## src/rtl/xwm_pkg.sv

```systemverilog
package xwm_pkg;
   localparam int TAG_W = 8;
   localparam int FC_W  = 3;

   typedef struct packed {
      logic            on;
      logic [TAG_W-1:0] tag;
      logic [TAG_W-1:0] tag_msk;
      logic            dir;
      logic            dir_any;
      logic [FC_W-1:0] fc;
      logic [FC_W-1:0] fc_msk;
      logic            ci;
   } win_cfg_t;

   localparam win_cfg_t WIN_OFF = '0;
endpackage

```

## src/rtl/xwm_cfg_regs.sv

```systemverilog
module xwm_cfg_regs
   import xwm_pkg::*;
#(
   parameter int NUM_WIN = 2,
   localparam int SEL_W = (NUM_WIN > 1) ? $clog2(NUM_WIN) : 1
) (
   input  logic             clk,
   input  logic             rst_n,
   input  logic             wr_en,
   input  logic [SEL_W-1:0] wr_sel,
   input  win_cfg_t         wr_cfg,
   output win_cfg_t         cfg_q [NUM_WIN]
);
   for (genvar w = 0; w < NUM_WIN; w++) begin : g_win
      always_ff @(posedge clk or negedge rst_n) begin
         if (!rst_n) begin
            cfg_q[w] <= WIN_OFF;
         end else if (wr_en && (wr_sel == SEL_W'(w))) begin
            cfg_q[w] <= wr_cfg;
         end
      end
   end
endmodule

```

## src/rtl/xwm_window_cmp.sv

```systemverilog
module xwm_window_cmp
   import xwm_pkg::*;
#(
   parameter int ADDR_W = 32
) (
   input  win_cfg_t          cfg,
   input  logic [ADDR_W-1:0] addr,
   input  logic [FC_W-1:0]   fc,
   input  logic              rd,
   output logic              match,
   output logic              ci_req
);
   logic [TAG_W-1:0] addr_tag;
   logic             tag_ok;
   logic             fc_ok;
   logic             dir_ok;

   always_comb begin
      addr_tag = addr[ADDR_W-1 -: TAG_W];
      tag_ok   = ((addr_tag ^ cfg.tag) & ~cfg.tag_msk) == '0;
      fc_ok    = ((fc ^ cfg.fc) & ~cfg.fc_msk) == '0;
      dir_ok   = cfg.dir_any || (rd == cfg.dir);
      match    = cfg.on && tag_ok && fc_ok && dir_ok;
      ci_req   = match && cfg.ci;
   end
endmodule

```

## src/rtl/xlat_window_match.sv

```systemverilog
module xlat_window_match
   import xwm_pkg::*;
#(
   parameter int ADDR_W    = 32,
   parameter int NUM_WIN   = 2,
   parameter bit MISS_PASS = 1'b0,
   localparam int SEL_W = (NUM_WIN > 1) ? $clog2(NUM_WIN) : 1
) (
   input  logic              clk,
   input  logic              rst_n,
   input  logic              wr_en,
   input  logic [SEL_W-1:0]  wr_sel,
   input  logic              wr_on,
   input  logic [TAG_W-1:0]  wr_tag,
   input  logic [TAG_W-1:0]  wr_tag_msk,
   input  logic              wr_dir,
   input  logic              wr_dir_any,
   input  logic [FC_W-1:0]   wr_fc,
   input  logic [FC_W-1:0]   wr_fc_msk,
   input  logic              wr_ci,
   input  logic [ADDR_W-1:0] acc_addr,
   input  logic [FC_W-1:0]   acc_fc,
   input  logic              acc_rd,
   output logic              xw_hit,
   output logic              xw_cinh,
   output logic [ADDR_W-1:0] xw_paddr
);
   if (ADDR_W < TAG_W) begin : g_bad_addr_w
      $error("xlat_window_match: ADDR_W must be at least TAG_W");
   end
   if (NUM_WIN < 1) begin : g_bad_num_win
      $error("xlat_window_match: NUM_WIN must be at least 1");
   end

   win_cfg_t           wr_cfg;
   win_cfg_t           cfg_q [NUM_WIN];
   logic [NUM_WIN-1:0] win_match;
   logic [NUM_WIN-1:0] win_ci;

   always_comb begin
      wr_cfg.on      = wr_on;
      wr_cfg.tag     = wr_tag;
      wr_cfg.tag_msk = wr_tag_msk;
      wr_cfg.dir     = wr_dir;
      wr_cfg.dir_any = wr_dir_any;
      wr_cfg.fc      = wr_fc;
      wr_cfg.fc_msk  = wr_fc_msk;
      wr_cfg.ci      = wr_ci;
   end

   xwm_cfg_regs #(.NUM_WIN(NUM_WIN)) regs_i (
      .clk    (clk),
      .rst_n  (rst_n),
      .wr_en  (wr_en),
      .wr_sel (wr_sel),
      .wr_cfg (wr_cfg),
      .cfg_q  (cfg_q)
   );

   for (genvar w = 0; w < NUM_WIN; w++) begin : g_cmp
      xwm_window_cmp #(.ADDR_W(ADDR_W)) cmp_i (
         .cfg    (cfg_q[w]),
         .addr   (acc_addr),
         .fc     (acc_fc),
         .rd     (acc_rd),
         .match  (win_match[w]),
         .ci_req (win_ci[w])
      );
   end

   assign xw_hit  = |win_match;
   assign xw_cinh = |win_ci;

   if (MISS_PASS) begin : g_miss_pass
      assign xw_paddr = acc_addr;
   end else begin : g_miss_zero
      assign xw_paddr = xw_hit ? acc_addr : '0;
   end
endmodule

```

## config.mk

```make
export PLATFORM = sky130hd
export DESIGN_NAME = xlat_window_match
export DESIGN_NICKNAME = d
export VERILOG_FILES = /design/src/rtl/xwm_pkg.sv /design/src/rtl/xwm_cfg_regs.sv /design/src/rtl/xwm_window_cmp.sv /design/src/rtl/xlat_window_match.sv
export SDC_FILE = /design/constraint.sdc
export NUM_CORES = 1
export LEC_CHECK = 0
export CAP_MARGIN = 20
export CORE_MARGIN = 2
export CORE_UTILIZATION = 65
export CTS_BUF_LIST = sky130_fd_sc_hd__clkbuf_4 sky130_fd_sc_hd__clkbuf_8
export CTS_CLUSTER_SIZE = 10
export DETAILED_ROUTE_END_ITERATION = 10
export DONT_BUFFER_PORTS = 1
export GPL_TIMING_DRIVEN = 0
export PLACE_DENSITY = 0.88
export SYNTH_ARGS = -nofsm -noshare
export SYNTH_HDL_FRONTEND = slang
export SYNTH_HIERARCHICAL = 1
export SYNTH_SLANG_ARGS = --single-unit
```

## constraint.sdc

```tcl
create_clock -name clk -period 2.38 [get_ports clk]
set_clock_uncertainty 0.2 [all_clocks]
set_input_delay 0.119 -clock clk [delete_from_list [all_inputs] [get_ports clk]]
set_output_delay 0.119 -clock clk [all_outputs]
set_load 0.01 [all_outputs]
```

==> run_results.csv, run 1 <==
group,metric,value,unit
run_status,status,"finished with violations",
run_status,violations,"negative setup slack",
critical_path,critPathMaxFanout,10,
critical_path,worstSetupPathType,"register to output port",
pwr,totalPowerFinal,2.265,mW
layout,largest_register_ffs,52,
grt,grt_pass1_vias,1977,
pwr,ir_drop,473.9,uV
routing,routedWlPerCell,23.71,um
clock_network,clkLatencyLatePin,0.30,ns
clock_network,cts.sinks,52,
place,hpwl,4209,um
synthesis,synth_xor_area_frac,0.07917,
layout,area_growth,29.12,%
grt,grt_max_degree,53,
synthesis,synthAdderAreaFrac,0,
place,place.gp.congestion,0.7527,
clock_network,clock_path_buffers,2,
floorplan,start_util,0.6686,
synthesis,synth_top_area_share,0.4901,
timing,setup_viol,34,
floorplan,fp.dieArea,4612,um2
critical_path,crit_required,2.06,ns
timing,holdWs,0.06482,ns
clock_network,cts_tree,"done",
layout,nets,312,
synthesis,synth_top_area_cell,"dfrtp_1",
place,dp_cells,249,
synthesis,netlist_instances,199,
layout,fillers,160,
critical_path,cp_data_arrival_time,2.25,ns
min_path,hold_path_class,"primary input to register",
routing,drt_iter0_markers,102,
routing,viasPerCell,6.299,
synthesis,seq_area_frac_synth,0.4901,
place,port_buffers,0,
layout,drive_gt1_frac,0.4291,
timing,setup_slack,-0.1923,ns
synthesis,ys_seq_elements,52,
critical_path,path_cells,"xnor2_1 -> o22ai_1 -> or4_4 -> nor3_4 -> buf_6 -> buf_12 -> o21a_1",
layout,reg_top3,"regs_i/cfg_q x52",
clock_network,h-tree-depth,2,
synthesis,yosysMostFrequentCell,"dfrtp_1",
synthesis,yosys_warnings,6,
critical_path,rr_worst_depth,2,
pwr,cellPowerDensity,660.6,nW/um2
synthesis,synth-edff-count,0,
grt,grt_usage,0.3073,
min_path,whs_path_depth,3,
floorplan,io_pins,100,
floorplan,die_x,67.91,um
grt,grt.overflow.total,0,
timing,rsz0062_at_grt,"true",
timing,tightestPinTransition,0.7062,ns
critical_path,slowest_delay,0.57,ns
pwr,power.leakage,1.390,nW
grt,grt_pass1_wl,9922,um
timing,hold_viol,0,
critical_path,cp-start-kind,"register",
timing,relSlewSlack,0.5242,
critical_path,endpoint_kind,"output port",
synthesis,yosys.area_share.simple,0.03393,
synthesis,synthFlopType,"dfrtp_1",
layout,largest-register,"regs_i/cfg_q",
synthesis,synth-compound-area-share,0.1216,
routing,detail_route.first_pass.iterations,4,
clock_network,cts_root_buf,"clkbuf_8",
timing,period_minus_slack,2.572,ns
place,dpl_worst_slack,0.01484,ns
synthesis,ys_types,20,
timing,period_share,1.081,
floorplan,dieHeight,67.91,um
routing,vias,1877,
flow_run,cap_viol_max_count,0,
routing,drc_errors,0,
timing,max_freq,0.3888,GHz
timing,slew_viol_final,0,
synthesis,synthArstFlopShare,1.000,
synthesis,syn_area,2655,um2
clock_network,clk_pin_slew,0.09,ns
synthesis,synth_top_family_by_area,"multiplexers",
routing,wirelength,7065,um
floorplan,rows,23,
critical_path,slowest_stage,"or4_4",
synthesis,synth_common_cells,"dfrtp_1 (52), mux2_2 (51), o21a_1 (32), xnor2_1 (24), buf_6 (11)",
routing,ant_nets,0,
synthesis,synth_area_per_cell,13.34,um2
floorplan,fp.coreArea,3971,um2
timing,tns,-5.217,ns
synthesis,muxShareOfSynthArea,0.2220,
clock_network,numCtsBuffers,5,
layout,final_cells,298,
synthesis,syn_nets,265,
grt,antenna_found_initial,0,
synthesis,synth_area_leaders,"dfrtp_1 (49%), mux2_2 (22%), o21a_1 (9.0%), xnor2_1 (7.9%), buf_6 (4.7%)",
-- per-stage QoR --
step             util  instance area, um2
6_report       0.8633                3428
5_1_grt        0.8626                3426
4_1_cts        0.8154                3238
3_5_place_dp   0.6843                2718
3_3_place_gp   0.6843                2718
2_1_floorplan       -                2655
-- final timing paths --
path / slack (ns) / endpoint / start
worst max-delay path: -0.19 / xw_paddr[26] / regs_i/cfg_q[8]$_DFFE_PN0P_
worst min-delay path: 0.06 / regs_i/cfg_q[32]$_DFFE_PN0P_ / wr_sel
worst max register to register: 0.84 / regs_i/cfg_q[7]$_DFFE_PN0P_ / regs_i/cfg_q[7]$_DFFE_PN0P_
worst min register to register: 0.32 / regs_i/cfg_q[1]$_DFFE_PN0P_ / regs_i/cfg_q[1]$_DFFE_PN0P_
max in group asynchronous: 1.63 / regs_i/cfg_q[20]$_DFFE_PN0P_ / rst_n
min in group asynchronous: 0.13 / regs_i/cfg_q[27]$_DFFE_PN0P_ / rst_n
-- layer usage --
layer | global-route usage | vias up | part of all wire
li1 | - | 801 | -
met1 | 0.3518 | 972 | 0.37
met2 | 0.5600 | 91 | 0.55
met3 | 0.06579 | 13 | 0.059
met4 | 0.1200 | 0 | 0.023
met5 | 0 | - | 0
-- critical path, delay by kind of cell, from the launching register on --
family	cells	cell delay, ns
AO/OA/AOI/OAI	2	0.30
XOR/XNOR	1	0.23
buffers and inverters	2	0.31
flip-flops	1	0.41
AND/OR/NAND/NOR	2	0.70
-- power breakdown --
part,switching [mW],internal [mW]
Sequential,0.0932,1.01
Clock,0.279,0.324
Combinational,0.240,0.315
-- kinds of logic after synthesis --
logic type	count (synthesis)
AOI/OAI and AO/OA	44
buffers and inverters	15
muxes	52
and+or+nand+nor	12
xor gates and xnor gates	24
DFF	52
-- placed cells by master, fill, tap and decap left out, types with 3 or more instances in the layout --
master and n:
o21a_1 20, dlygate4sd3_1 31, o21a_4 12, buf_6 5
xnor2_2 3, clkbuf_8 5, dfrtp_1 52, mux2_2 51
xnor2_1 21, buf_4 7, o22ai_1 6, buf_8 4
-- layout make-up --
class,count,area [um2],area share
diodes,1,2.502,0.0007299
plain buffers,13,166.4,0.04854
clock buffers,6,76.32,0.02226
clock inverters,2,35.03,0.01022
inverters,2,7.507,0.002190
multi-input cells,132,1361,0.3971
flip-flops and latches,52,1301,0.3796
well taps,50,62.56,0.01825
repair buffers,40,415.4,0.1212
-- repair_timing --
action                                 in CTS  in global routing
hold buffers                               32                  0
setup endpoints to repair                  33                 34
resized for setup                           7                 23
gates cloned                                0                  1
buffers inserted                            5                  2
endpoints found under the hold margin     104                  0
pin swaps                                  16                 37
Note: power is estimated with default switching activity, not from simulation.
==> inputs of run 2 (changes only) <==
--- a/config.mk
+++ b/config.mk
@@ -6,13 +6,11 @@
 export NUM_CORES = 1
 export LEC_CHECK = 0
 export CAP_MARGIN = 20
-export CORE_MARGIN = 2
 export CORE_UTILIZATION = 65
 export CTS_BUF_LIST = sky130_fd_sc_hd__clkbuf_4 sky130_fd_sc_hd__clkbuf_8
 export CTS_CLUSTER_SIZE = 10
 export DETAILED_ROUTE_END_ITERATION = 10
 export DONT_BUFFER_PORTS = 1
-export GPL_TIMING_DRIVEN = 0
 export PLACE_DENSITY = 0.88
 export SYNTH_ARGS = -nofsm -noshare
 export SYNTH_HDL_FRONTEND = slang
==> run_results.csv, run 2 (synthesis results as in run 1) <==
group,metric,value,unit
routing,drt_iter0_markers,132,
routing,detail_route.first_pass.iterations,4,
place,dpl_cell_area,2641,um2
critical_path,critPathBufInv,2,
clock_network,cts_root_buf,"clkbuf_8",
clock_network,clkLatencyLatePin,0.30,ns
floorplan,fp.dieArea,4344,um2
routing,viasPerCell,6.458,
critical_path,worstSetupPathType,"register to output port",
critical_path,cp-start-kind,"register",
timing,max_freq,0.3922,GHz
critical_path,cp_data_arrival_time,2.23,ns
critical_path,slowest_stage,"or4_4",
grt,grt_pass1_wl,9390,um
grt,grt_max_degree,53,
floorplan,dieHeight,65.91,um
place,port_buffers,0,
layout,seq_area,1301,um2
place,place.gp.congestion,0.7756,
run_status,violations,"negative setup slack",
grt,grt.overflow.total,0,
grt,grt_usage,0.3024,
floorplan,io_pins,100,
run_status,status,"finished with violations",
timing,setup_viol,34,
timing,period_minus_slack,2.550,ns
timing,relSlewSlack,0.5428,
layout,n_antenna_cell,0,
critical_path,slowest_delay,0.51,ns
layout,largest-register,"regs_i/cfg_q",
layout,fin_area,3382,um2
clock_network,h-tree-depth,2,
layout,layout_common_cells,"dfrtp_1 (52), mux2_2 (51), dlygate4sd3_1 (27), xnor2_1 (23), o21a_4 (17)",
critical_path,critPathMaxFanout,17,
pwr,power.leakage,1.351,nW
timing,tightestPinTransition,0.6833,ns
timing,rsz0062_at_grt,"true",
flow_run,cap_viol_max_count,0,
timing,holdWs,0.1276,ns
critical_path,endpoint_kind,"output port",
layout,multi_input_area,1375,um2
layout,drive_gt1_frac,0.4412,
layout,mostFrequentLayoutCell,"dfrtp_1",
critical_path,crit_top_cell,"buf_12",
layout,nets,303,
routing,wirelength,7383,um
floorplan,start_util,0.6989,
grt,grt_pass1_vias,1930,
timing,period_share,1.071,
clock_network,clock_path_buffers,2,
clock_network,clk_pin_slew,0.09,ns
critical_path,critical_path.top_delay_family,"simple AND/OR/NAND/NOR gates",
critical_path,path_cells,"xnor2_1 -> o22ai_1 -> or4_4 -> nor3_4 -> buf_12 -> buf_12 -> o21a_1",
timing,setup_slack,-0.1696,ns
routing,drc_errors,0,
critical_path,crit_required,2.06,ns
layout,reg_top3,"regs_i/cfg_q x52",
layout,fillers,160,
min_path,hold_path_class,"primary input to asynchronous set/reset pin",
pwr,ir_drop,504.8,uV
floorplan,rows,22,
layout,largest_register_ffs,52,
routing,routedWlPerCell,25.81,um
routing,ant_nets,0,
timing,hold_viol,0,
floorplan,fp.coreArea,3799,um2
clock_network,numCtsBuffers,5,
pwr,cellPowerDensity,646.2,nW/um2
floorplan,die_x,65.91,um
timing,tns,-4.903,ns
layout,area_growth,27.38,%
clock_network,cts.sinks,52,
clock_network,cts_tree,"done",
place,hpwl,3832,um
routing,vias,1847,
grt,antenna_found_initial,0,
timing,slew_viol_final,0,
[run 2: cell types whose count changed in the layout (fill, tap and decap cells not counted), moves of 4 or more]
cell,before,now
buf_8,4,0
buf_6,5,0
o21a_1,20,15
dlygate4sd3_1,31,27
o21a_4,12,17
[run 2: final cells by class]
class	count	area share
Clock buffer	8	0.02886
Inverter	2	0.002220
Multi-Input combinational cell	132	0.4066
Sequential cell	52	0.3848
Tap cell	48	0.01776
Timing Repair Buffer	44	0.1598
[run 2: worst paths after layout]
kind	start	to	slack [ns]	cells after the start
setup / recovery	regs_i/cfg_q[19]$_DFFE_PN0P_	xw_paddr[19]	-0.17	7
hold / removal	rst_n	regs_i/cfg_q[24]$_DFFE_PN0P_	0.13	2
setup reg to reg	regs_i/cfg_q[8]$_DFFE_PN0P_	regs_i/cfg_q[8]$_DFFE_PN0P_	1.24	2
hold reg to reg	regs_i/cfg_q[28]$_DFFE_PN0P_	regs_i/cfg_q[28]$_DFFE_PN0P_	0.32	1
max in group asynchronous	rst_n	regs_i/cfg_q[12]$_DFFE_PN0P_	1.63	2
min in group clk	acc_addr[6]	xw_paddr[6]	0.14	1
[run 2: metal layers]
layer  track usage  share of wire  wire length (um)
met3       0.09310          0.068               501
met5             0              0                 0
met2        0.5038           0.52              3835
met1        0.3554           0.36              2687
met4        0.1386          0.049               359
[run 2: power breakdown]
part	total (mW)	internal, mW	switching (mW)
clock	0.532	0.260	0.272
sequential	1.11	1.01	0.0923
combinational	0.547	0.311	0.236
[run 2: what timing repair did]
| item | CTS | global route |
|---|---|---|
| pin swaps | 20 | 3 |
| gates cloned | 2 | 3 |
| hold buffers | 28 | 0 |
| endpoints found under the setup margin | 33 | 34 |
| endpoints found under the hold margin | 104 | 0 |
| buffers inserted | 5 | 4 |
| gates resized for setup | 12 | 14 |
[run 2: metrics by stage]
stage	setup slack [ns]	utilization	power, mW	instances
final	-0.1696	0.8903	2.185	286
after global routing	-0.2365	0.8903	2.271	286
after CTS	-0.08311	0.8449	2.116	280
after detailed placement	0.1176	0.6953	1.494	237
after global placement	0.2014	0.6953	1.464	237
after floorplan	0.2742	-	1.421	199
==> inputs of run 3 (changes only) <==
--- a/config.mk
+++ b/config.mk
@@ -6,12 +6,12 @@
 export NUM_CORES = 1
 export LEC_CHECK = 0
 export CAP_MARGIN = 20
-export CORE_UTILIZATION = 65
+export CORE_UTILIZATION = 28
 export CTS_BUF_LIST = sky130_fd_sc_hd__clkbuf_4 sky130_fd_sc_hd__clkbuf_8
 export CTS_CLUSTER_SIZE = 10
 export DETAILED_ROUTE_END_ITERATION = 10
 export DONT_BUFFER_PORTS = 1
-export PLACE_DENSITY = 0.88
+export PLACE_DENSITY = 0.48
 export SYNTH_ARGS = -nofsm -noshare
 export SYNTH_HDL_FRONTEND = slang
 export SYNTH_HIERARCHICAL = 1
==> constraint.sdc (replaced) <==
create_clock -name clk -period 2.9 [get_ports clk]
set_clock_uncertainty 0.2 [all_clocks]
set_input_delay 0.145 -clock clk [delete_from_list [all_inputs] [get_ports clk]]
set_output_delay 0.145 -clock clk [all_outputs]
set_load 0.01 [all_outputs]
==> run_results.csv, run 3 (synthesis results as in run 1) <==
group,metric,value,unit
floorplan,die_x,99.38,um
timing,max_freq,0.3790,GHz
pwr,p_comb_frac,0.207,
floorplan,dieHeight,99.38,um
min_path,hold_path_class,"primary input to asynchronous set/reset pin",
clock_network,clock_path_buffers,2,
place,hpwl,3977,um
timing,hold_viol,0,
critical_path,cp_num_cells,6,
timing,holdWs,0.1658,ns
routing,met1_length,2432,um
timing,tns,0,ns
floorplan,start_util,0.2887,
timing,tightestPinTransition,0.6753,ns
clock_network,cts_tree,"done",
flow_run,cap_viol_max_count,0,
pwr,ir_drop,275.1,uV
place,dp_cells,301,
critical_path,regToRegStartpoint,"regs_i/cfg_q[50]$_DFFE_PN0P_",
pwr,internal_power,1.289,mW
routing,top_layer,"met4",
layout,fillers,935,
grt,grt.overflow.total,0,
critical_path,worstSetupPathType,"register to output port",
grt,antenna_found_initial,0,
timing,slew_viol_final,0,
grt,grt_pass1_vias,1747,
layout,mostFrequentLayoutCell,"dfrtp_1",
critical_path,cp_data_arrival_time,2.29,ns
critical_path,cp-start-kind,"register",
critical_path,rr_worst_depth,1,
layout,largest-register,"regs_i/cfg_q",
grt,grt_pass1_wl,8894,um
floorplan,io_pins,100,
routing,detail_route.first_pass.iterations,4,
layout,reg_top3,"regs_i/cfg_q x52",
critical_path,slowest_stage,"or4_4",
routing,routedWlPerCell,16.72,um
place,place.gp.congestion,0.6457,
layout,largest_register_ffs,52,
clock_network,cts_root_buf,"clkbuf_8",
floorplan,fp.coreArea,9196,um2
grt,grt_usage,0.1187,
timing,relSlewSlack,0.5482,
floorplan,fp.dieArea,9875,um2
layout,final_cells,335,
pwr,totalPowerFinal,1.723,mW
timing,period_minus_slack,2.638,ns
routing,dr_wl_met2,2687,um
critical_path,path_cells,"xnor2_1 -> o22ai_1 -> or4_4 -> nor3_2 -> buf_4 -> o21a_1",
layout,utilization,0.3370,
routing,drc_errors,0,
pwr,power.leakage,1.201,nW
routing,vias,1663,
clock_network,clk_pin_slew,0.09,ns
grt,grt_max_degree,53,
layout,layout_common_cells,"dfrtp_1 (52), mux2_2 (51), o21a_1 (32), dlygate4sd3_1 (27), xnor2_1 (24)",
routing,ant_nets,0,
place,port_buffers,0,
critical_path,crit_required,2.56,ns
pwr,p_sw,433.9,uW
layout,drive_gt1_frac,0.3214,
routing,drt_iter0_markers,33,
clock_network,clkLatencyLatePin,0.30,ns
critical_path,critPathBufInv,1,
clock_network,numCtsBuffers,5,
run_status,status,"complete, no violations",
critical_path,endpoint_kind,"output port",
pwr,pwr-share-clk,0.275,
timing,period_share,0.9098,
pwr,power_frac_seq,0.518,
critical_path,critical_path.top_delay_family,"simple AND/OR/NAND/NOR gates",
layout,multi_input_area,1225,um2
pwr,switching_share,0.2518,
pwr,cellPowerDensity,555.9,nW/um2
layout,n_antenna_cell,0,
timing,setup_viol,0,
routing,viasPerCell,4.964,
floorplan,rows,35,
layout,seq_area,1301,um2
clock_network,cts.sinks,52,
layout,area_growth,16.73,%
clock_network,h-tree-depth,2,
critical_path,slowest_delay,0.55,ns
timing,rsz0062_at_grt,"false",
routing,dr_wl_met3,417,um
critical_path,critPathMaxFanout,33,
critical_path,cp-startpoint,"regs_i/cfg_q[8]$_DFFE_PN0P_",
routing,wirelength,5602,um
layout,nets,291,
-- run 3: metrics by stage --
| step | worst slack (ns) | cell area, um2 |
|---|---|---|
| final | 0.2617 | 3099 |
| after global routing | 0.1013 | 3099 |
| after CTS | 0.1987 | 3099 |
| after detailed placement | 0.5434 | 2703 |
| after global placement | 0.5479 | 2703 |
| after floorplan | 0.7682 | 2655 |
-- run 3: path summary, 6_finish.rpt --
kind / endpoint / slack (ns)
setup reg to reg: regs_i/cfg_q[50]$_DFFE_PN0P_ / 1.93
hold / removal: regs_i/cfg_q[14]$_DFFE_PN0P_ / 0.17
max in group asynchronous: regs_i/cfg_q[47]$_DFFE_PN0P_ / 2.10
min in group clk: regs_i/cfg_q[51]$_DFFE_PN0P_ / 0.18
hold reg to reg: regs_i/cfg_q[51]$_DFFE_PN0P_ / 0.31
setup / recovery: xw_paddr[4] / 0.26
-- run 3: timing repair --
| item | in CTS | in global routing |
|---|---|---|
| resized for setup | 0 | 0 |
| hold endpoints to repair | 104 | 0 |
| buffers inserted | 0 | 0 |
| hold buffers | 28 | 0 |
-- run 3: final cells by class --
class                           instances  area share
Timing Repair Buffer                   32      0.1058
Inverter                                2    0.002422
Tap cell                              111     0.04481
Sequential cell                        52      0.4199
Multi-Input combinational cell        132      0.3952
Clock buffer                            5     0.02220
Clock inverter                          1    0.009689
-- run 3: power by group through the flow --
| stage | logic, mW | clock network [mW] | registers (mW) |
|---|---|---|---|
| finish | 0.357 | 0.473 | 0.892 |
| global route | 0.393 | 0.520 | 0.910 |
| CTS | 0.367 | 0.497 | 0.894 |
| detailed placement | 0.312 | 0 | 0.909 |
| global placement | 0.310 | 0 | 0.905 |
| floorplan | 0.274 | 0 | 0.892 |
-- run 3: per-layer routing --
layer,up-vias,GRT usage
met3,5,0.03514
met5,-,0
met1,823,0.1397
met2,70,0.2062
li1,765,-
met4,0,0.04072
